## src/rtl/sar_rd_pkg.sv

```systemverilog
package sar_rd_pkg;

  typedef enum logic [1:0] {
    PW_UNKNOWN = 2'd0,
    PW_AWAKE   = 2'd1,
    PW_NAP     = 2'd2,
    PW_SLEEP   = 2'd3
  } pw_e;

  typedef enum logic [1:0] {
    OP_DUMMY = 2'd0,
    OP_SHORT = 2'd1,
    OP_REAL  = 2'd2
  } op_e;

  typedef struct packed {
    logic       dummy;
    logic       wake_wait;
    logic [1:0] shorts;
    logic       real_conv;
  } plan_t;

  // Work list for one request, from the requested mode and the tracked state.
  function automatic plan_t make_plan(input logic [1:0] mode, input pw_e pw);
    plan_t p;
    p = '0;
    case (pw)
      PW_AWAKE: begin
        if (mode == 2'd1)      p.shorts = 2'd1;
        else if (mode == 2'd2) p.shorts = 2'd2;
        else                   p.real_conv = 1'b1;
      end
      PW_NAP: begin
        if (mode == 2'd2) p.shorts = 2'd1;
        else if (mode != 2'd1) begin
          p.dummy     = 1'b1;
          p.real_conv = 1'b1;
        end
      end
      PW_SLEEP: begin
        if (mode != 2'd2) begin
          p.dummy     = 1'b1;
          p.wake_wait = 1'b1;
          if (mode == 2'd1) p.shorts = 2'd1;
          else              p.real_conv = 1'b1;
        end
      end
      default: begin
        p.dummy     = 1'b1;
        p.wake_wait = 1'b1;
        if (mode == 2'd1)      p.shorts = 2'd1;
        else if (mode == 2'd2) p.shorts = 2'd2;
        else                   p.real_conv = 1'b1;
      end
    endcase
    return p;
  endfunction

endpackage

```

## src/rtl/sar_rd_frame.sv

```systemverilog
module sar_rd_frame
  import sar_rd_pkg::*;
#(
  parameter int RES_W       = 10,
  parameter int LEAD        = 2,
  parameter int TRAIL       = 4,
  parameter int SHORT_EDGES = 4,
  parameter int DIV_W       = 8,
  parameter int Q_W         = 8
) (
  input  logic             clk,
  input  logic             rst_n,
  input  logic             go_i,
  input  logic             full_i,
  input  logic [DIV_W-1:0] div_i,
  input  logic [Q_W-1:0]   quiet_i,
  input  logic             sdata_i,
  output logic             ready_o,
  output logic             cs_n_o,
  output logic             sclk_o,
  output logic             fin_o,
  output logic             fin_full_o,
  output logic [RES_W-1:0] word_o
);

  localparam int FULL_EDGES = LEAD + RES_W + TRAIL;
  localparam int EC_W       = $clog2(FULL_EDGES + 1);
  localparam int HALF_W     = DIV_W - 1;
  localparam logic [EC_W-1:0] EC_FULL  = EC_W'(FULL_EDGES);
  localparam logic [EC_W-1:0] EC_SHORT = EC_W'(SHORT_EDGES);
  localparam logic [EC_W-1:0] EC_WLO   = EC_W'(LEAD);
  localparam logic [EC_W-1:0] EC_WHI   = EC_W'(LEAD + RES_W);

  typedef enum logic {FE_IDLE, FE_RUN} fe_e;

  fe_e               st_q, st_d;
  logic              cs_n_q, cs_n_d, sclk_q, sclk_d;
  logic              fin_q, fin_d, finf_q, finf_d, full_q, full_d;
  logic [HALF_W-1:0] hc_q, hc_d, half_q, half_d, half_eff;
  logic [EC_W-1:0]   ec_q, ec_d, last_q, last_d;
  logic [RES_W-1:0]  sh_q, sh_d, word_q, word_d;
  logic [Q_W-1:0]    qc_q, qc_d, q_m1;
  logic              tick, in_win;

  assign half_eff = (div_i[DIV_W-1:1] == '0) ? HALF_W'(1) : div_i[DIV_W-1:1];
  assign q_m1     = (quiet_i == '0) ? '0 : quiet_i - 1'b1;
  assign tick     = (hc_q == '0);
  assign in_win   = (ec_q >= EC_WLO) && (ec_q < EC_WHI);
  assign ready_o  = (st_q == FE_IDLE) && (qc_q == '0);

  always_comb begin
    st_d   = st_q;
    cs_n_d = cs_n_q;
    sclk_d = sclk_q;
    hc_d   = hc_q;
    half_d = half_q;
    ec_d   = ec_q;
    last_d = last_q;
    full_d = full_q;
    sh_d   = sh_q;
    word_d = word_q;
    fin_d  = 1'b0;
    finf_d = 1'b0;
    qc_d   = (qc_q != '0) ? qc_q - 1'b1 : qc_q;
    case (st_q)
      FE_IDLE: begin
        if (go_i && ready_o) begin
          st_d   = FE_RUN;
          cs_n_d = 1'b0;
          half_d = half_eff;
          hc_d   = half_eff - 1'b1;
          ec_d   = '0;
          last_d = full_i ? EC_FULL : EC_SHORT;
          full_d = full_i;
        end
      end
      default: begin
        if (!tick) begin
          hc_d = hc_q - 1'b1;
        end else begin
          hc_d = half_q - 1'b1;
          if (!sclk_q) begin
            sclk_d = 1'b1;
            if (in_win) sh_d = {sh_q[RES_W-2:0], sdata_i};
          end else if (ec_q != last_q) begin
            sclk_d = 1'b0;
            ec_d   = ec_q + 1'b1;
          end else begin
            cs_n_d = 1'b1;
            st_d   = FE_IDLE;
            fin_d  = 1'b1;
            finf_d = full_q;
            qc_d   = q_m1;
            if (full_q) word_d = sh_q;
          end
        end
      end
    endcase
  end

  always_ff @(posedge clk or negedge rst_n) begin
    if (!rst_n) begin
      st_q   <= FE_IDLE;
      cs_n_q <= 1'b1;
      sclk_q <= 1'b1;
      hc_q   <= '0;
      half_q <= '0;
      ec_q   <= '0;
      last_q <= '0;
      full_q <= 1'b0;
      sh_q   <= '0;
      word_q <= '0;
      fin_q  <= 1'b0;
      finf_q <= 1'b0;
      qc_q   <= '0;
    end else begin
      st_q   <= st_d;
      cs_n_q <= cs_n_d;
      sclk_q <= sclk_d;
      hc_q   <= hc_d;
      half_q <= half_d;
      ec_q   <= ec_d;
      last_q <= last_d;
      full_q <= full_d;
      sh_q   <= sh_d;
      word_q <= word_d;
      fin_q  <= fin_d;
      finf_q <= finf_d;
      qc_q   <= qc_d;
    end
  end

  assign cs_n_o     = cs_n_q;
  assign sclk_o     = sclk_q;
  assign fin_o      = fin_q;
  assign fin_full_o = finf_q;
  assign word_o     = word_q;


  sclk_idle_chk: assert property (@(posedge clk) disable iff (!rst_n)
    cs_n_q |-> sclk_q);


  edge_total_chk: assert property (@(posedge clk) disable iff (!rst_n)
    $rose(cs_n_q) |-> (ec_q == EC_FULL || ec_q == EC_SHORT));


  quiet_gap_chk: assert property (@(posedge clk) disable iff (!rst_n)
    $fell(cs_n_q) |-> ($past(qc_q) == '0));

endmodule

```

## src/rtl/sar_rd_power.sv

```systemverilog
module sar_rd_power
  import sar_rd_pkg::*;
(
  input  logic clk,
  input  logic rst_n,
  input  logic fin_i,
  input  logic fin_full_i,
  output pw_e  pw_o
);

  pw_e pw_q, pw_d;

  always_comb begin
    pw_d = pw_q;
    if (fin_i) begin
      if (fin_full_i)          pw_d = PW_AWAKE;
      else if (pw_q == PW_NAP) pw_d = PW_SLEEP;
      else                     pw_d = PW_NAP;
    end
  end

  always_ff @(posedge clk or negedge rst_n) begin
    if (!rst_n) pw_q <= PW_UNKNOWN;
    else        pw_q <= pw_d;
  end

  assign pw_o = pw_q;


  pw_quiet_chk: assert property (@(posedge clk) disable iff (!rst_n)
    !fin_i |=> $stable(pw_q));

endmodule

```

## src/rtl/sar_rd_seq.sv

```systemverilog
module sar_rd_seq
  import sar_rd_pkg::*;
#(
  parameter int RES_W     = 10,
  parameter int PWRUP_CYC = 200
) (
  input  logic             clk,
  input  logic             rst_n,
  input  logic             start_i,
  input  logic [1:0]       mode_i,
  input  pw_e              pw_i,
  input  logic             fe_ready_i,
  input  logic             fin_i,
  input  logic [RES_W-1:0] word_i,
  output logic             go_o,
  output logic             full_o,
  output logic             busy_o,
  output logic             done_o,
  output logic             valid_o,
  output logic [RES_W-1:0] result_o
);

  localparam int WC_W = $clog2(PWRUP_CYC + 1);
  localparam logic [WC_W-1:0] WC_LOAD = WC_W'(PWRUP_CYC - 1);

  typedef enum logic [1:0] {S_IDLE, S_ISSUE, S_FRAME, S_WAIT} sq_e;

  sq_e              st_q, st_d;
  plan_t            plan_q, plan_d;
  op_e              cur_q, cur_d;
  logic [WC_W-1:0]  wc_q, wc_d;
  logic             done_q, done_d, valid_q, valid_d;
  logic [RES_W-1:0] res_q, res_d;
  logic             has_op;

  assign has_op = plan_q.dummy || (plan_q.shorts != 2'd0) || plan_q.real_conv;
  assign go_o   = (st_q == S_ISSUE) && has_op && fe_ready_i;
  assign full_o = plan_q.dummy || (plan_q.shorts == 2'd0);

  always_comb begin
    st_d    = st_q;
    plan_d  = plan_q;
    cur_d   = cur_q;
    wc_d    = wc_q;
    res_d   = res_q;
    done_d  = 1'b0;
    valid_d = 1'b0;
    case (st_q)
      S_IDLE: begin
        if (start_i) begin
          plan_d = make_plan(mode_i, pw_i);
          st_d   = S_ISSUE;
        end
      end
      S_ISSUE: begin
        if (!has_op) begin
          done_d = 1'b1;
          st_d   = S_IDLE;
        end else if (go_o) begin
          st_d = S_FRAME;
          if (plan_q.dummy) begin
            cur_d        = OP_DUMMY;
            plan_d.dummy = 1'b0;
          end else if (plan_q.shorts != 2'd0) begin
            cur_d         = OP_SHORT;
            plan_d.shorts = plan_q.shorts - 2'd1;
          end else begin
            cur_d            = OP_REAL;
            plan_d.real_conv = 1'b0;
          end
        end
      end
      S_FRAME: begin
        if (fin_i) begin
          if (cur_q == OP_REAL) begin
            res_d   = word_i;
            valid_d = 1'b1;
            done_d  = 1'b1;
            st_d    = S_IDLE;
          end else if (cur_q == OP_DUMMY && plan_q.wake_wait) begin
            plan_d.wake_wait = 1'b0;
            wc_d             = WC_LOAD;
            st_d             = S_WAIT;
          end else begin
            st_d = S_ISSUE;
          end
        end
      end
      default: begin
        if (wc_q == '0) st_d = S_ISSUE;
        else            wc_d = wc_q - 1'b1;
      end
    endcase
  end

  always_ff @(posedge clk or negedge rst_n) begin
    if (!rst_n) begin
      st_q    <= S_IDLE;
      plan_q  <= '0;
      cur_q   <= OP_DUMMY;
      wc_q    <= '0;
      done_q  <= 1'b0;
      valid_q <= 1'b0;
      res_q   <= '0;
    end else begin
      st_q    <= st_d;
      plan_q  <= plan_d;
      cur_q   <= cur_d;
      wc_q    <= wc_d;
      done_q  <= done_d;
      valid_q <= valid_d;
      res_q   <= res_d;
    end
  end

  assign busy_o   = (st_q != S_IDLE);
  assign done_o   = done_q;
  assign valid_o  = valid_q;
  assign result_o = res_q;


  valid_with_done_chk: assert property (@(posedge clk) disable iff (!rst_n)
    valid_q |-> done_q);


  done_single_chk: assert property (@(posedge clk) disable iff (!rst_n)
    done_q |=> !done_q);


  result_hold_chk: assert property (@(posedge clk) disable iff (!rst_n)
    !valid_q |-> $stable(res_q));


  busy_frame_chk: assert property (@(posedge clk) disable iff (!rst_n)
    go_o |-> busy_o);

endmodule

```

## src/rtl/sar_readout_ctrl.sv

```systemverilog
module sar_readout_ctrl
  import sar_rd_pkg::*;
#(
  parameter int RES_W       = 10,
  parameter int LEAD        = 2,
  parameter int TRAIL       = 4,
  parameter int SHORT_EDGES = 4,
  parameter int DIV_W       = 8,
  parameter int Q_W         = 8,
  parameter int PWRUP_CYC   = 200
) (
  input  logic             clk,
  input  logic             rst_n,
  input  logic             start_i,
  input  logic [1:0]       mode_i,
  input  logic [DIV_W-1:0] div_i,
  input  logic [Q_W-1:0]   quiet_i,
  input  logic             sdata_i,
  output logic             cs_n_o,
  output logic             sclk_o,
  output logic             busy_o,
  output logic             done_o,
  output logic             valid_o,
  output logic [RES_W-1:0] result_o,
  output logic [1:0]       pwr_o
);

  logic [1:0] rst_sync_q;
  logic       rst_n_s;

  // asynchronous assertion, synchronous release
  always_ff @(posedge clk or negedge rst_n) begin
    if (!rst_n) rst_sync_q <= 2'b00;
    else        rst_sync_q <= {rst_sync_q[0], 1'b1};
  end
  assign rst_n_s = rst_sync_q[1];

  logic             go, full, fe_ready, fin, fin_full;
  logic [RES_W-1:0] word;
  pw_e              pw;

  sar_rd_frame #(
    .RES_W(RES_W), .LEAD(LEAD), .TRAIL(TRAIL), .SHORT_EDGES(SHORT_EDGES),
    .DIV_W(DIV_W), .Q_W(Q_W)
  ) u_frame (
    .clk(clk), .rst_n(rst_n_s), .go_i(go), .full_i(full), .div_i(div_i),
    .quiet_i(quiet_i), .sdata_i(sdata_i), .ready_o(fe_ready), .cs_n_o(cs_n_o),
    .sclk_o(sclk_o), .fin_o(fin), .fin_full_o(fin_full), .word_o(word)
  );

  sar_rd_power u_power (
    .clk(clk), .rst_n(rst_n_s), .fin_i(fin), .fin_full_i(fin_full), .pw_o(pw)
  );

  sar_rd_seq #(.RES_W(RES_W), .PWRUP_CYC(PWRUP_CYC)) u_seq (
    .clk(clk), .rst_n(rst_n_s), .start_i(start_i), .mode_i(mode_i),
    .pw_i(pw), .fe_ready_i(fe_ready), .fin_i(fin), .word_i(word),
    .go_o(go), .full_o(full), .busy_o(busy_o), .done_o(done_o),
    .valid_o(valid_o), .result_o(result_o)
  );

  assign pwr_o = pw;

endmodule

```

## config.mk

```make
export PLATFORM = sky130hd
export DESIGN_NAME = sar_readout_ctrl
export DESIGN_NICKNAME = d
export VERILOG_FILES = /design/src/rtl/sar_rd_pkg.sv /design/src/rtl/sar_rd_frame.sv /design/src/rtl/sar_rd_power.sv /design/src/rtl/sar_rd_seq.sv /design/src/rtl/sar_readout_ctrl.sv
export SDC_FILE = /design/constraint.sdc
export NUM_CORES = 1
export LEC_CHECK = 0
export ABC_AREA = 1
export BUFFER_PORTS_ARGS = -buffer_cell sky130_fd_sc_hd__buf_2
export CAP_MARGIN = 5
export CORE_MARGIN = 2
export CORE_UTILIZATION = 60
export DETAILED_ROUTE_END_ITERATION = 10
export PLACE_DENSITY = 0.89
export SLEW_MARGIN = 20
export SYNTH_ARGS = -nofsm -noshare
export SYNTH_HDL_FRONTEND = slang
export SYNTH_SLANG_ARGS = --single-unit
```

## constraint.sdc

```tcl
create_clock -name clk -period 3 [get_ports clk]
set_input_delay 0 -clock clk [delete_from_list [all_inputs] [get_ports clk]]
set_output_delay 0 -clock clk [all_outputs]
set_load 0.01 [all_outputs]
```

### Word-level counts from Yosys, hierarchy flattened

Cells that the tools add are included.

| cells by class | value |
|---|---|
| add/subtract/negate cells | 8 |
| $lt $le $gt $ge | 2 |
| equality and inequality tests | 26 |
| muxes and demuxes | 84 |
| bitwise logic cells | 4 |
| reduce and logical (&&, ||, !) cells | 40 |

Operators by type and width:

| cell | number |
|---|---|
| $mux W8 | 10 |
| $mux W5 | 8 |
| $mux W1 | 37 |
| $mux W7 | 4 |
| $mux W2 | 13 |
| $logic_not A8 Y1 | 3 |
| $sub A8 B1 Y8 const B | 3 |
| $sub A7 B1 Y7 const B | 3 |
| $ne A2 B2 Y1 const B | 10 |
| $reduce_and A4 Y1 | 5 |
| $pmux W8 S2 | 1 |
| $reduce_and A5 Y1 | 3 |
| $logic_not A7 Y1 | 2 |
| $ne A2 B1 Y1 const B | 6 |
| $pmux W3 S2 | 2 |
| $reduce_and A6 Y1 | 2 |
| $eq A2 B2 Y1 const B | 5 |
| $reduce_bool A2 Y1 | 5 |
| $mux W3 | 3 |
| $pmux W1 S2 | 4 |
| $reduce_bool A8 Y1 | 1 |
| $eq A2 B1 Y1 const B | 3 |
| $logic_and A1 B1 Y1 | 6 |
| $logic_not A2 Y1 | 3 |
| other kinds (14) | 22 |

| storage, ports and cells | value |
|---|---|
| bits in registers | 91 |
| input port bits | 22 |
| logic and storage cells | 189 |

### Logic depth before layout (Yosys ltp)

Gate-level depths: netlist (run 1).

| logic depth | value |
|---|---|
| depth in word-level cells | 8 |
| gate-level depth with buffers | 15 |

### Hierarchy

Synthesis (run 1) repeated with hierarchy kept, for this count alone.

| second synthesis, totals | value |
|---|---|
| cells, all modules | 573 |
| area total of the unflattened synthesis | 4,642.0 um^2 |

Modules (own cells, without submodules):

| module | instances | cells an instance | area each (um^2) | seq. area each (um^2) |
|---|---|---|---|---|
| sar_rd_frame | 1 | 335 | 2,805.2 | 1,353.8 |
| sar_rd_seq | 1 | 225 | 1,694.1 | 725.7 |
| sar_rd_power | 1 | 10 | 88.8 | 50.0 |
| sar_readout_ctrl | 1 | 3 | 53.8 | 50.0 |

### Worst setup path after synthesis (run 1)

OpenSTA, ideal clock, no wires.

| timing | value |
|---|---|
| path kind | register to register |
| start point | register u_frame.st_q |
| end point | register u_frame.hc_q[6] |
| arrival time | 1.679 ns |
| slack | 1.205 ns |
| cell stages (with the launch flop) | 13 |
| path buffers | 2 |
| clock period less this slack | 1.795 ns |
| path through | dfrtp_1 buf_2 buf_2 nand3_1 nand2_1 ha_1 inv_1 nor2_1 nand3_1 nand2_1 nand2_1 nand2_1 nand2_1 |

| on the way | value |
|---|---|
| cells in the longest elaborated chain, start to end | 5 |
| elaborated cells on any way between the ends | 6 |
| those cells by class | 1 x mux; 1 x bitwise; 4 x reduce/logical |

RTL lines:

| item | line | text |
|---|---|---|
| start, declared | sar_rd_frame.sv:36 | `fe_e st_q, st_d;` |
| start signal, assigned | sar_rd_frame.sv:117 | `st_q <= st_d;` |
| $not A1 Y1 (no line) | n/a |  |
| $logic_and A1 B1 Y1 | sar_rd_frame.sv:49 | `assign ready_o = (st_q == FE_IDLE) && (qc_q == '0);` |
| $logic_and A1 B1 Y1 | sar_rd_seq.sv:37 | `assign go_o = (st_q == S_ISSUE) && has_op && fe_ready_i;` |
| $logic_and A1 B1 Y1 | sar_rd_frame.sv:67 | `if (go_i && ready_o) begin` |
| $reduce_bool A2 Y1 (no line) | n/a |  |
| end signal, assigned | sar_rd_frame.sv:106 | `hc_q <= '0;` |
| end signal, assigned | sar_rd_frame.sv:120 | `hc_q <= hc_d;` |
| end, declared | sar_rd_frame.sv:39 | `logic [HALF_W-1:0] hc_q, hc_d, half_q, half_d, half_eff;` |

Parallel ways exist; a longest one is shown, timed or not.
A chain may end at the register's enable or synchronous reset.

### Worst setup path in the final report (run 1)

| timing | value |
|---|---|
| start point | register u_frame.qc_q[0] |
| end point | register u_frame.half_q[0] |

| on the way | value |
|---|---|
| cells in the longest elaborated chain, start to end | 5 |

RTL lines:

| item | line | text |
|---|---|---|
| start, declared | sar_rd_frame.sv:42 | `logic [Q_W-1:0] qc_q, qc_d, q_m1;` |
| start signal, assigned | sar_rd_frame.sv:129 | `qc_q <= qc_d;` |
| $logic_not A8 Y1 * | sar_rd_frame.sv:49 |  |
| $logic_and A1 B1 Y1 * | sar_rd_frame.sv:49 |  |
| $logic_and A1 B1 Y1 | sar_rd_seq.sv:37 |  |
| $logic_and A1 B1 Y1 * | sar_rd_frame.sv:67 |  |
| $reduce_and A2 Y1 (no line) * | n/a |  |
| end signal, assigned | sar_rd_frame.sv:121 | `half_q <= half_d;` |
| end, declared | sar_rd_frame.sv:39 |  |

Every way passes the cells marked *; elsewhere a longest branch is shown, timed or not.

==> summary.md, run 1 <==
| Metric | Value |
|---|---|
| Top_reg_cell synth | `dfrtp_1` |
| Delay-heaviest family, CP | `buffers and inverters` |
| Drt total wl | `9.413 mm` |
| CP cell instances | `inv_1 -> ha_1 -> nand2_1 -> nor2_2 -> inv_2 -> nor2_4 -> nand2_2 -> inv_1 -> nor2_1 -> a31oi_1 -> dlygate4sd3_1` |
| Cell variety after synth | `40` |
| Initial Utilization | `61.64%` |
| EDFF count, synth | `0` |
| Synth Cell Area | `0.004471 mm^2` |
| GRT Overall Usage | `24.90%` |
| Crit Path Class | `reg -> reg` |
| Clock sink count | `87` |
| Post-Route Skew | `8.445 ps` |
| DIE AREA | `0.008158 mm^2` |
| Max VDD drop | `398.7 uV` |
| Antenna diodes | `0` |
| Slew of the pin with the lowest slew margin | `626.6 ps` |
| Chip width | `90.32 um` |
| CP most frequent cell | `inv_1` |
| Ys Warns | `0` |
| Vias | `3760` |
| Row count | `31` |
| Required time of the critical path | `3300 ps` |
| Syn Area/Cell | `8.248 um^2` |
| Setup bufs post-CTS | `0` |
| Critical-path top delay cell | `dlygate4sd3_1` |
| Simple-gate share of the synthesized area | `22.84%` |
| Max frequency | `393.3 MHz` |
| Clk root buf | `clkbuf_8` |
| Post-DP Area | `0.004728 mm^2` |
| Xor-xnor portion of the synthesized cell area | `3.722%` |
| Final hold vios | `0` |
| Clock-pin slew on the worst setup and hold paths | `90 ps` |
| Critical path capture point type | `flop` |
| CTS tree | `yes` |
| Crit-path max FO | `20` |
| CTS Buffer Depth | `2` |
| CP Launch Type | `flop` |
| Worst hold path type | `in -> reg` |
| First-pass GRT wire length | `16.39 mm` |
| Setup TNS | `0 ps` |
| Main combinational cell family by area after synthesis | `simple AND/OR/NAND/NOR gates` |
| Placer congestion estimate | `0.8643` |
| Vias in the first global route | `3745` |
| Ratio of final minimum period to clock period | `84.75%` |
| Htree depth | `3` |
| Die Ht | `90.32 um` |
| Final Critical Period | `2542 ps` |
| Total CTS buffers | `9` |
| P per Cell Area | `701.3 mW/mm^2` |
| Post-synthesis mux area share | `0.2239%` |
| Maximum capacitance violations | `0` |
| Layout Utilization | `70.73%` |
| Pin count of the biggest net entering global routing | `86` |
| DR WL/cell | `13.43 um` |
| Mapped Nets | `581` |
| Mapped Cells | `542` |
| Worst EP arrival | `2850 ps` |
| Nets | `636` |
| Worst Path Buf+Inv | `4` |
| Hold-fix buffers, CTS | `17` |
| Share of cells above drive strength 1 | `13.12%` |
| Synth async-reset ratio | `100.0%` |
| DRC | `0` |
| Antenna violations before repair | `0` |
| CORE AREA | `0.007253 mm^2` |
| Detailed Routing Iterations Pass 1 | `7` |
| Synth Area in Adders | `4.758%` |
| Final Instance Area | `0.005130 mm^2` |
| Post-route ant nets | `0` |
| I/O Buffers | `37` |
| Total grt overflow | `0` |
| Final setup violation count | `0` |
| Max incr delay on CP | `570 ps` |
| Post-cts gate resize count | `0` |
| Max Slew Vio Count | `0` |
| DR vias/cell | `5.364` |
| Unrepaired setup endpoints after global routing | `no` |
| Leak Pwr | `0.002587 uW` |
| Hpwl dp | `6.332 mm` |
| Max-slew headroom | `58.11%` |
| Area delta synth->final | `14.75%` |
| Drt initial violations | `233` |
| Fin cells | `701` |
| Ports | `39` |
| Seq/Total Area, Yosys | `48.75%` |
| Dpl cells | `667` |
| Status | `complete, no violations` |
| Worst-skew pair later-pin latency | `370 ps` |
| Compound-Gate Fraction of Synth Area | `11.92%` |
| #FFs+latches synth | `87` |
[power breakdown]
group	leakage, uW	switching, uW	total [uW]	internal [uW]
clock network	0.000102	450	844	395
logic	0.00143	734	1190	456
registers	0.00105	189	1560	1380
total	0.00259	1370	3600	2230
[state kept, by name, summed over array words and instances (netlist names), 2 cells and up]
| register | cells |
|---|---|
| u_frame.hc_q | 7 |
| u_seq.cur_q | 2 |
| u_power.pw_o | 2 |
| u_seq.result_o | 10 |
| u_frame.sh_q | 10 |
| u_frame.last_q | 2 |
| u_seq.st_q | 2 |
| u_seq.wc_q | 8 |
| u_frame.ec_q | 5 |
| u_frame.qc_q | 8 |
| rst_sync_q | 2 |
| u_seq.plan_q | 5 |
| u_frame.word_o | 10 |
| u_frame.half_q | 7 |
[worst min-delay path, cell delays in order]
cell and delay (ps):
buf_2 100, inv_1 70, ha_1 120, o22ai_1 70
[worst paths after layout]
check | from | to | slack [ps] | depth (start not counted)
max | u_frame.qc_q[0] | u_frame.half_q[0] | 460 | 11
min | quiet_i[1] | u_frame.qc_q[1] | 30 | 4
max reg2reg | u_frame.qc_q[0] | u_frame.half_q[0] | 460 | 11
min reg2reg | rst_sync_q[1] | u_frame.sh_q[6] | 250 | 0
max in group asynchronous | rst_sync_q[1] | u_frame.cs_n_o | 2100 | 1
min in group asynchronous | rst_sync_q[1] | u_frame.sh_q[6] | 250 | 0
[through the flow]
stage	total power, uW	hold WS, ps	setup slack (ps)
global route	3878	36.67	226.5
CTS	3594	20.81	490.2
global placement	2654	-214.6	896.4
finish	3598	30.15	457.6
floorplan	2458	-295.6	400.9
detailed placement	2734	-213.5	825.3
[kinds of logic (layout without fill, tap and decap cells)]
group | after synthesis | after routing
and+or+nand+nor | 236 | 236
AOI/OAI and AO/OA | 96 | 96
DFF | 87 | 87
buffers and inverters | 85 | 145
xor gates and xnor gates | 19 | 19
adders and majority gates | 17 | 17
other | 1 | 1
muxes | 1 | 1
[placed cells by master, fill, tap and decap left out, types with 4 or more instances in the layout]
cell,instances
buf_2,37
o21ai_1,18
o22ai_1,6
inv_2,4
o31ai_1,5
nand2_1,140
nor2_1,41
dlygate4sd3_1,17
o21ai_0,41
a21oi_1,13
xnor2_1,6
inv_1,67
nor3_1,6
clkbuf_8,9
dfrtp_1,84
xor2_1,13
nand4_1,6
ha_1,17
nand3_1,25
[per-layer routing]
metal	up-vias	global-route usage (%)	wire [um]
li1	1854	-	-
met1	1767	30.59	3921
met2	113	42.17	4824
met3	26	5.342	463
met4	0	11.67	204
met5	-	0	0
[cells in the mapped netlist (2+ instances only)]
master / count / share of area [%]
ha_1: 17 / 4.8
a22oi_1: 3 / 0.50
xnor2_1: 6 / 1.2
nand3b_1: 2 / 0.34
o31ai_1: 5 / 0.84
xor2_1: 13 / 2.5
o21ai_1: 18 / 2.0
o21ai_0: 41 / 4.6
nor2_2: 3 / 0.42
nor3_1: 6 / 0.67
dfstp_2: 2 / 1.2
o22ai_1: 6 / 0.84
inv_1: 67 / 5.6
inv_2: 4 / 0.34
a21oi_1: 13 / 1.5
nand2_1: 140 / 12
dfrtp_1: 85 / 48
nand2_4: 3 / 0.76
nand2_2: 3 / 0.42
nand3_1: 25 / 2.8
buf_2: 8 / 0.90
buf_6: 2 / 0.50
nand4_1: 6 / 0.84
clkbuf_1: 4 / 0.34
nor2_1: 41 / 3.4
nor4_1: 2 / 0.28
o211ai_1: 2 / 0.34
a31oi_1: 3 / 0.42
[layout make-up]
type,instances,area [um^2]
Sequential cell,87,2183
Fill cell,536,2123
Multi-Input combinational cell,370,1947
Timing Repair Buffer,58,405.4
Inverter,71,266.5
Clock buffer,9,123.9
Tap cell,99,123.9
Clock inverter,7,80.08
(Power assumes the default switching activity.)
==> inputs of run 2 (changes only) <==
Settings changed: ABC_AREA 1 to 0, CORE_UTILIZATION 60 to 54, PLACE_DENSITY 0.89 to 0.85.
Clock period 3 ns to 2.1 ns, I/O delays scaled along.
==> run 2 against run 1 <==
Net effect: the run now ends with setup timing left; cell count fell by 9.7%; clock skew rose by 6.6 ps; hold slack got worse by 17 ps; synthesized area fell by 0.53%; flip-flop and latch count did not move; worst setup slack got worse by 460 ps; register-to-register slack got worse by 460 ps; critical path type unchanged; maximum frequency rose by 21%; non-clock buffer count rose by 25; via count fell by 5.6%; first-iteration DRC count fell by 4.7%.
==> summary.md, run 2 <==
| Metric | Value |
|---|---|
| Row count | `33 (was 31)` |
| Synth async-reset ratio | `100.0% (unchanged)` |
| Final Worst Setup Slack | `-1.482 ps (was 457.6 ps)` |
| Worst R2R End | `u_frame.hc_q[6] (was u_frame.half_q[0])` |
| Placer congestion estimate | `0.9806 (was 0.8643)` |
| Post-synth top cells | `dfrtp_1, nand2_1, nor2_1 (was nand2_1, dfrtp_1, inv_1)` |
| Leak Pwr | `0.002628 uW (was 0.002587 uW)` |
| Maximum capacitance violations | `0 (unchanged)` |
| Nets | `562 (was 636)` |
| Antenna violations before repair | `0 (unchanged)` |
| Area of the multi-input gates | `0.002216 mm^2 (was 0.001947 mm^2)` |
| Clock sink count | `87 (unchanged)` |
| Worst Setup EP | `u_frame.hc_q[6] (was u_frame.half_q[0])` |
| CP Launch Type | `flop (unchanged)` |
| FILL cells | `622 (was 536)` |
| Cell variety after synth | `58 (was 40)` |
| Final Critical Period | `2101 ps (was 2542 ps)` |
| Post-Route Skew | `15.02 ps (was 8.445 ps)` |
| I/O Buffers | `37 (unchanged)` |
| Crit-path max FO | `19 (was 20)` |
| Final setup violation count | `1 (was 0)` |
| Ys Warns | `0 (unchanged)` |
| Chip width | `94.75 um (was 90.32 um)` |
| Pin count of the biggest net entering global routing | `52 (was 86)` |
| Status | `finished, violations left (was complete, no violations)` |
| DRC | `0 (unchanged)` |
| Top cells by area, synth | `dfrtp_1, nand2_1, mux2_2 (was dfrtp_1, nand2_1, inv_1)` |
| CTS Buffer Depth | `2 (unchanged)` |
| Total grt overflow | `0 (unchanged)` |
| Worst reg2reg startpoint | `u_frame.st_q (was u_frame.qc_q[0])` |
| Mapped Nets | `481 (was 581)` |
| #FFs+latches synth | `87 (unchanged)` |
| Htree depth | `3 (unchanged)` |
| Worst-skew pair later-pin latency | `370 ps (about the same)` |
| Max VDD drop | `568.2 uV (was 398.7 uV)` |
| P per Cell Area | `700.5 mW/mm^2 (was 701.3 mW/mm^2)` |
| Worst slack at placement | `-69.86 ps (was 825.3 ps)` |
| DR WL/cell | `15.47 um (was 13.43 um)` |
| Die Ht | `94.75 um (was 90.32 um)` |
| Yosys top cell by area | `dfrtp_1 (unchanged)` |
| Failing checks | `setup timing` |
| Ratio of final minimum period to clock period | `100.1% (was 84.75%)` |
| Fin cells | `633 (was 701)` |
| Required time of the critical path | `2400 ps (was 3300 ps)` |
| CORE AREA | `0.008093 mm^2 (was 0.007253 mm^2)` |
| Detailed Routing Iterations Pass 1 | `6 (was 7)` |
| Critical path capture point type | `flop (unchanged)` |
| DR vias/cell | `5.605 (was 5.364)` |
| Mapped Cells | `442 (was 542)` |
| Initial Utilization | `54.95% (was 61.64%)` |
| Worst R2R Path Depth | `7 (was 11)` |
| Final Instance Area | `0.005435 mm^2 (was 0.005130 mm^2)` |
| Setup TNS | `-1.482 ps (was 0 ps)` |
| Clk root buf | `clkbuf_8 (unchanged)` |
| Ports | `39 (unchanged)` |
| Most common cell after layout, fill and taps aside | `dfrtp_1 (was nand2_1)` |
| Vias | `3548 (was 3760)` |
| Unrepaired setup endpoints after global routing | `yes (was no)` |
| First-pass GRT wire length | `16.15 mm (was 16.39 mm)` |
| Hpwl dp | `6.752 mm (was 6.332 mm)` |
| Max frequency | `475.9 MHz (was 393.3 MHz)` |
| Dpl cells | `596 (was 667)` |
| Post-DP Area | `0.004920 mm^2 (was 0.004728 mm^2)` |
| FF+latch area | `0.002185 mm^2 (was 0.002183 mm^2)` |
| Most frequent cell after synthesis | `dfrtp_1 (was nand2_1)` |
| Area delta synth->final | `22.23% (was 14.75%)` |
| GRT Overall Usage | `23.24% (was 24.90%)` |
| Top_reg_cell synth | `dfrtp_1 (unchanged)` |
| Antenna diodes | `0 (unchanged)` |
| Worst hold path type | `in -> reg (unchanged)` |
| Seq/Total Area, Yosys | `49.02% (was 48.75%)` |
| Crit Path Class | `reg -> reg (unchanged)` |
| Share of cells above drive strength 1 | `27.84% (was 13.12%)` |
| Final hold vios | `0 (unchanged)` |
| Drt initial violations | `222 (was 233)` |
| Worst EP arrival | `2400 ps (was 2850 ps)` |
| Slew of the pin with the lowest slew margin | `649.3 ps (was 626.6 ps)` |
| Syn Area/Cell | `10.06 um^2 (was 8.248 um^2)` |
| DIE AREA | `0.008977 mm^2 (was 0.008158 mm^2)` |
| Max Slew Vio Count | `0 (unchanged)` |
| Area fraction of the dominant cell type after synthesis | `47.83% (was 47.58%)` |
| Vias in the first global route | `3469 (was 3745)` |
| Total CTS buffers | `9 (unchanged)` |
| Start point of the critical path | `u_frame.st_q (was u_frame.qc_q[0])` |
| Synth Cell Area | `0.004447 mm^2 (was 0.004471 mm^2)` |
| CTS tree | `yes (unchanged)` |
| EDFF count, synth | `0 (unchanged)` |
| Most frequent cells in the layout | `dfrtp_1, nand2_1, buf_2, nor2_1 (was nand2_1, dfrtp_1, inv_1, nor2_1, o21ai_0)` |
| Max-slew headroom | `56.71% (was 58.11%)` |
| R2r setup slk | `-1 ps (was 460 ps)` |
| Drt total wl | `9.792 mm (was 9.413 mm)` |
| Clock-pin slew on the worst setup and hold paths | `90 ps (about the same)` |
| Post-route ant nets | `0 (unchanged)` |
-- run 2: changes by cell type after synthesis, moves of 6 or more --
| cell | previous run | this run |
|---|---|---|
| inv_1 | 67 | 28 |
| o21ai_0 | 41 | 14 |
| o21ai_1 | 18 | 0 |
| nand3_1 | 25 | 12 |
| xnor2_1 | 6 | 15 |
| nand2_1 | 140 | 73 |
| nand2b_1 | 0 | 6 |
| nor2_1 | 41 | 35 |
| nor4_1 | 2 | 8 |
| mux2_2 | 0 | 24 |
-- run 2: worst min-delay path by stage --
stage | start | to | slack (ps) | cells past startpoint
CTS | quiet_i[5] | u_frame.qc_q[5] | 4 | 3
floorplan | rst_n | rst_sync_q[0] | -300 | 0
finish | quiet_i[5] | u_frame.qc_q[5] | 10 | 3
detailed placement | rst_n | rst_sync_q[0] | -210 | 1
global route | quiet_i[5] | u_frame.qc_q[5] | 30 | 3
global placement | rst_n | rst_sync_q[0] | -210 | 1
-- run 2: per-layer routing --
layer | share of wire [%] | vias up | track usage, %
met3 | 3.7 | 18 | 4.070
met5 | 0 | - | 0
met2 | 52 | 91 | 38.59
met4 | 1.9 | 0 | 9.541
met1 | 42 | 1728 | 30.18
li1 | - | 1711 | -
-- run 2: worst max-delay path, cell delays in order (launching register included) --
cell and delay (ps):
dfrtp_1 370, buf_6 190, inv_1 90, buf_4 180, a211oi_1 400, o22ai_1 210
or4b_4 510, nand3_1 90
-- run 2: cell type report --
cell class / instances / share of cell area, %
clock inverters: 7 / 1.335
multi-input cells: 314 / 40.77
inverters: 28 / 1.934
well taps: 105 / 2.417
clock buffers: 9 / 2.279
repair buffers: 83 / 11.07
flip-flops and latches: 87 / 40.19
-- run 2: metrics by stage --
stage	utilization [%]	hold WS (ps)	power [uW]
2_1_floorplan	-	-295.6	2375
5_1_grt	67.16	28.50	4011
3_3_place_gp	60.79	-214.9	2534
6_report	67.16	12.69	3807
4_1_cts	65.74	4.253	3773
3_5_place_dp	60.79	-212.3	2583
-- run 2: timing repair --
action / CTS / global route
endpoints found under the hold margin: 17 / 0
setup endpoints to repair: 13 / 39
pin swaps: 3 / 12
resized for setup: 5 / 25
buffers inserted: 2 / 2
hold buffers: 17 / 0
-- run 2: where the power goes --
| group | switching [uW] | leakage [uW] | internal, uW |
|---|---|---|---|
| Combinational | 448 | 0.00143 | 360 |
| Clock | 690 | 0.0000970 | 467 |
| Sequential | 84.6 | 0.00110 | 1760 |
| Total | 1220 | 0.00263 | 2580 |
-- run 2: kinds of logic after synthesis --
logic type	count (synthesis)	share of synthesized area (%)
flops	87	49.02
mux	29	7.203
other cells	1	0.08433
buf+inv	41	3.714
fa+ha+maj	17	4.783
compound gates	74	11.76
xor+xnor	23	4.530
simple gates	170	18.91
